### config.mk
export PLATFORM = sky130hd
export DESIGN_NAME = cs_stretch_gen
export DESIGN_NICKNAME = d
export VERILOG_FILES = /design/src/rtl/cs_stretch_pkg.sv /design/src/rtl/cs_stretch_ctrl.sv /design/src/rtl/cs_stretch_dp.sv /design/src/rtl/cs_stretch_gen.sv
export SDC_FILE = /design/constraint.sdc
export NUM_CORES = 1
export LEC_CHECK = 0
export CORE_ASPECT_RATIO = 1.5
export CORE_UTILIZATION = 38
export CTS_CLUSTER_SIZE = 10
export DETAILED_ROUTE_END_ITERATION = 12
export GPL_ROUTABILITY_DRIVEN = 0
export GPL_TIMING_DRIVEN = 0
export PLACE_DENSITY = 0.83
export SLEW_MARGIN = 25
export SYNTH_ARGS = -nofsm -noshare
export SYNTH_HDL_FRONTEND = slang
export SYNTH_HIERARCHICAL = 1
export SYNTH_SLANG_ARGS = --single-unit
### constraint.sdc
create_clock -name clk -period 1.85 [get_ports clk]
set_clock_uncertainty 0.15 [all_clocks]
set_input_delay 0.37 -clock clk [delete_from_list [all_inputs] [get_ports clk]]
set_output_delay 0.37 -clock clk [all_outputs]
set_load 0.01 [all_outputs]
### src/rtl/cs_stretch_pkg.sv
package cs_stretch_pkg;

  typedef enum logic [1:0] {
    SRC_OFF  = 2'b00,
    SRC_VAL0 = 2'b01,
    SRC_VAL1 = 2'b10,
    SRC_WAIT = 2'b11
  } srcSel_t;

  localparam logic [1:0] MODE_NORM_EXP = 2'b01;
  localparam logic [1:0] MODE_EMU_EXP  = 2'b11;

  // control -> datapath
  typedef struct packed {
    logic active;
    logic load;
    logic step;
    logic finish;
  } ctrlStrb_t;

  // datapath -> control
  typedef struct packed {
    logic useWait;
    logic cntZero;
    logic minMet;
    logic waitHi;
  } dpStat_t;

endpackage

### src/rtl/cs_stretch_ctrl.sv
module cs_stretch_ctrl
  import cs_stretch_pkg::*;
(
  input  logic      clk,
  input  logic      rstN,
  input  logic      accStart,
  input  dpStat_t   stat,
  output ctrlStrb_t strb,
  output logic      accReady
);

  logic busyQ;
  logic finish;

  always_comb begin
    finish = busyQ & (stat.useWait ? (stat.minMet & stat.waitHi) : stat.cntZero);
    strb.active = busyQ;
    strb.load   = ~busyQ & accStart;
    strb.step   = busyQ & ~finish;
    strb.finish = finish;
  end

  assign accReady = finish;

  always_ff @(posedge clk or negedge rstN) begin
    if (!rstN)           busyQ <= 1'b0;
    else if (strb.load)  busyQ <= 1'b1;
    else if (finish)     busyQ <= 1'b0;
  end


  wait_min_chk: assert property (@(posedge clk) disable iff (!rstN)
    (busyQ && stat.useWait && !stat.minMet) |-> !accReady);


  restart_ignored_chk: assert property (@(posedge clk) disable iff (!rstN)
    (busyQ && !accReady && accStart) |=> busyQ);

endmodule

### src/rtl/cs_stretch_dp.sv
module cs_stretch_dp
  import cs_stretch_pkg::*;
#(
  parameter int NUM_CS = 4,
  parameter int STR_W  = 3
) (
  input  logic                        clk,
  input  logic                        rstN,
  input  logic                        regWrEn,
  input  logic [7:0]                  regWrData,
  output logic [7:0]                  regRdData,
  input  logic [2*NUM_CS-1:0]         csSel,
  input  logic [$clog2(NUM_CS)-1:0]   accCs,
  input  logic                        waitN,
  input  logic [1:0]                  opMode,
  input  ctrlStrb_t                   strb,
  output dpStat_t                     stat,
  output logic [NUM_CS-1:0]           csOut
);

  localparam int IDX_W   = $clog2(NUM_CS);
  localparam int NUM_VAL = 2;
  localparam int FIELD_W = 4;
  localparam logic [7:0] RD_MASK = 8'h77;
  localparam logic [7:0] RST_VAL = 8'h77;

  logic [7:0]        cfgQ;
  logic [STR_W-1:0]  cntQ;
  logic [1:0]        elapsedQ;
  logic              useWaitQ;
  logic              csEnQ;
  logic [IDX_W-1:0]  csIdxQ;
  logic              waitQ;
  logic [STR_W-1:0]  strVal [NUM_VAL];

  srcSel_t pick;
  logic    expanded;

  for (genvar v = 0; v < NUM_VAL; v++) begin : g_fld
    assign strVal[v] = cfgQ[v*FIELD_W +: STR_W];
  end

  assign regRdData = cfgQ;
  assign pick      = srcSel_t'(csSel[accCs*2 +: 2]);
  assign expanded  = (opMode == MODE_NORM_EXP) || (opMode == MODE_EMU_EXP);

  always_ff @(posedge clk or negedge rstN) begin
    if (!rstN)        cfgQ <= RST_VAL;
    else if (regWrEn) cfgQ <= regWrData & RD_MASK;
  end

  always_ff @(posedge clk or negedge rstN) begin
    if (!rstN) waitQ <= 1'b1;
    else       waitQ <= waitN;
  end

  always_ff @(posedge clk or negedge rstN) begin
    if (!rstN) begin
      cntQ     <= '0;
      elapsedQ <= '0;
      useWaitQ <= 1'b0;
      csEnQ    <= 1'b0;
      csIdxQ   <= '0;
    end else if (strb.load) begin
      elapsedQ <= '0;
      csIdxQ   <= accCs;
      csEnQ    <= (pick != SRC_OFF);
      useWaitQ <= expanded && (pick == SRC_WAIT);
      if (expanded && pick == SRC_VAL0)      cntQ <= strVal[0];
      else if (expanded && pick == SRC_VAL1) cntQ <= strVal[1];
      else                                   cntQ <= '0;
    end else if (strb.step) begin
      if (cntQ != '0)        cntQ <= cntQ - 1'b1;
      if (elapsedQ != 2'd2)  elapsedQ <= elapsedQ + 1'b1;
    end
  end

  always_comb begin
    stat.useWait = useWaitQ;
    stat.cntZero = (cntQ == '0);
    stat.minMet  = (elapsedQ == 2'd2);
    stat.waitHi  = waitQ;
  end

  for (genvar g = 0; g < NUM_CS; g++) begin : g_cs
    assign csOut[g] = strb.active & csEnQ & (csIdxQ == IDX_W'(g));
  end


  cs_onehot_chk: assert property (@(posedge clk) disable iff (!rstN)
    $onehot0(csOut));


  cs_release_chk: assert property (@(posedge clk) disable iff (!rstN)
    strb.finish |=> (csOut == '0));


  cs_hold_chk: assert property (@(posedge clk) disable iff (!rstN)
    (strb.active && !strb.finish) |=> $stable(csOut));


  reg_write_chk: assert property (@(posedge clk) disable iff (!rstN)
    regWrEn |=> (regRdData == ($past(regWrData) & RD_MASK)));

endmodule

### src/rtl/cs_stretch_gen.sv
module cs_stretch_gen
  import cs_stretch_pkg::*;
#(
  parameter int NUM_CS = 4,
  parameter int STR_W  = 3
) (
  input  logic                        clk,
  input  logic                        rstN,
  input  logic                        regWrEn,
  input  logic [7:0]                  regWrData,
  output logic [7:0]                  regRdData,
  input  logic [2*NUM_CS-1:0]         csSel,
  input  logic                        accStart,
  input  logic [$clog2(NUM_CS)-1:0]   accCs,
  input  logic                        waitN,
  input  logic [1:0]                  opMode,
  output logic [NUM_CS-1:0]           csOut,
  output logic                        accReady
);

  ctrlStrb_t strb;
  dpStat_t   stat;

  cs_stretch_ctrl u_ctrl (
    .clk      (clk),
    .rstN     (rstN),
    .accStart (accStart),
    .stat     (stat),
    .strb     (strb),
    .accReady (accReady)
  );

  cs_stretch_dp #(
    .NUM_CS (NUM_CS),
    .STR_W  (STR_W)
  ) u_dp (
    .clk       (clk),
    .rstN      (rstN),
    .regWrEn   (regWrEn),
    .regWrData (regWrData),
    .regRdData (regRdData),
    .csSel     (csSel),
    .accCs     (accCs),
    .waitN     (waitN),
    .opMode    (opMode),
    .strb      (strb),
    .stat      (stat),
    .csOut     (csOut)
  );

endmodule

==> summary.txt <==
Cells and area
  • Finished Layout Cells: 149
  • Share of cells above drive strength 1: 32.54%
  • P&R area growth vs syn: 45.37%
  • Design Area, Final: 1335 um^2
  • Layout fillers: between 200 and 250
  • Antenna diode count: 0
  • Final Net Count: 155

Hold path
  • Worst Hold Class: in2reg

Worst setup path
  • WP data required: 1.33 ns
  • CP max stage cell: dfrtp_1
  • Crit start category: register
  • Crit path kind: reg2out
  • CP max FO: 3
  • Crit-path leading delay family: flip-flops
  • Critical Path Sink Type: primary output
  • CP peak stage delay: 0.38 ns
  • Arrival time at the worst endpoint: between 1 and 1.5 ns
  • Worst path cell trace: inv_2, ha_4, nand2b_4, inv_2, nor2b_4, o21a_1, buf_2
  • CP most frequent cell: inv_2
  • Crit path buffers/inverters: 3

Clocking
  • Clk sinks: 17
  • H-tree depth: 1
  • Worst-path clk slew: roughly 0.090 ns
  • Root Driver: clkbuf_4
  • Worst-Skew Late Latency: 0.28 ns
  • Post-CTS Hold Buffers: 0
  • Num CTS Buffers: 3
  • CTS tree: done
  • Longest Clk Path Bufs: 2

Drt
  • Routed Wire Length: between 1500 and 2000 um
  • DRT antenna net count: 0
  • Routed wire length per instance: between 10 and 15 um
  • Via Count: 749
  • DRC: 0
  • TritonRoute pass-1 iters: 3
  • DR vias/cell: between 5 and 6
  • First-iteration detailed-routing DRC count: 6

STA
  • Final TNS setup: -0.06208 ns
  • Fin. Hold Viols: 0
  • Final Cycle Share: 103.4%
  • Minimum clock period: 1.912 ns
  • Pin slew with the least headroom to its limit: 0.7327 ns
  • Worst Slack Setup Final: -0.06208 ns
  • Final Hold Slack: 0.3412 ns
  • Fmax: 523.0 MHz
  • Max Transition Viols Final: 0
  • Count of final setup violators: 1
  • RSZ-0062 raised after global routing: true
  • Slew headroom: between 50 and 60%

Synthesis
  • Cells after synthesis: 85
  • Syn_area_per_cell: 10.80 um^2
  • Cell Area, Synth: 918.4 um^2
  • Warning count from the yosys run: 6

Power and ir drop
  • Total Power: 1.641 mW
  • Pleak: between 0.6 and 0.7 nW
  • Power per Cell Area: 1229 nW/um^2
  • Max IR drop VDD: approximately 680 uV

Place
  • Post-DP HPWL: 1385 um
  • Placed insts: between 100 and 150
  • IO Port Bufs: 31
  • Area after DPL: 1261 um^2

Die
  • # rows: 21
  • Core footprint: around 2300 um^2
  • # IOs: 38
  • Initial Utilization: 40.64%
  • Chip Width: 42.14 um
  • Die ar.: roughly 2600 um^2
  • Die Y: 62.21 um

Global routing
  • Initial antenna violation count: 0
  • First-pass GRT wire length: 3160 um
  • Vias in the first global route: 801
  • Final global-route overflow total: 0
  • Pin count of the biggest net entering global routing: 18
  • All-Layer GR Usage: 14.96%

Job
  • Max-cap check violation count: 0

Run status
  • Outcome: finished, violations left
  • Failing checks: setup timing
[metal layers]
| layer | part of all wire (%) | global-route usage [%] | up-vias |
|---|---|---|---|
| li1 | - | - | 369 |
| met1 | 37 | 15.91 | 361 |
| met2 | 59 | 29.88 | 19 |
| met3 | 3.8 | 2.616 | 0 |
| met4 | 0 | 2.344 | 0 |
| met5 | 0 | 0 | - |
[worst paths after layout]
kind	slack [ns]	end	depth (start not counted)	from
min	0.34	u_dp/waitQ	1	waitN
max reg2reg	0	u_dp/cntQ[1]	7	u_dp/elapsedQ[0]
min reg2reg	0.39	u_dp/useWaitQ	2	u_dp/useWaitQ
max in group asynchronous	0.72	u_dp/elapsedQ[0]	1	rstN
min in group asynchronous	0.37	u_dp/cntQ[2]	1	rstN
max	-0.06	accReady	7	u_dp/cntQ[1]
[stage by stage]
step,setup WS [ns],util (%)
floorplan,0.06779,-
global placement,-0.3900,55.81
detailed placement,-0.4116,55.81
CTS,-0.07919,58.03
global route,-0.1560,59.08
finish,-0.06208,59.08
[layout make-up]
type	instances	area [um^2]	share of cell area [%]
Timing Repair Buffer	36	325.3	24.37
Clock buffer	4	26.28	1.968
Inverter	8	30.03	2.249
Multi-Input combinational cell	54	445.4	33.36
Buffer	7	45.04	3.374
Tap cell	23	28.78	2.156
Sequential cell	17	434.2	32.52
[cells in the final DEF, fill, tap and decap left out, types with 3 or more instances in the layout]
master           instances
inv_1                    5
nor2_1                   7
buf_4                   10
dlygate4sd2_1           10
dfrtp_1                 10
dfstp_2                  7
clkbuf_4                 3
inv_2                    3
a22oi_1                  3
mux2_2                   7
clkbuf_1                 3
nand2_1                  5
o22ai_1                  4
clkdlybuf4s50_1         19
[power by group]
| part | total, mW | internal (mW) | switching [mW] | leakage, nW |
|---|---|---|---|---|
| clock network | 0.189 | 0.0835 | 0.105 | 0.0150 |
| logic | 0.882 | 0.470 | 0.412 | 0.400 |
| registers | 0.571 | 0.502 | 0.0687 | 0.196 |
[state kept, by name, summed over array words and instances, names as in the netlist]
| register | flops |
|---|---|
| u_ctrl/busyQ | 1 |
| u_dp/cntQ | 3 |
| u_dp/csEnQ | 1 |
| u_dp/csIdxQ | 2 |
| u_dp/elapsedQ | 2 |
| u_dp/regRdData | 6 |
| u_dp/useWaitQ | 1 |
| u_dp/waitQ | 1 |
[timing repair]
action,4_1_cts,5_1_grt
resized for setup,21,6
setup buffers,3,2
setup endpoints to repair,14,7
cloned,0,0
pin swaps,0,2
Note: power is estimated with default switching activity, not from simulation.
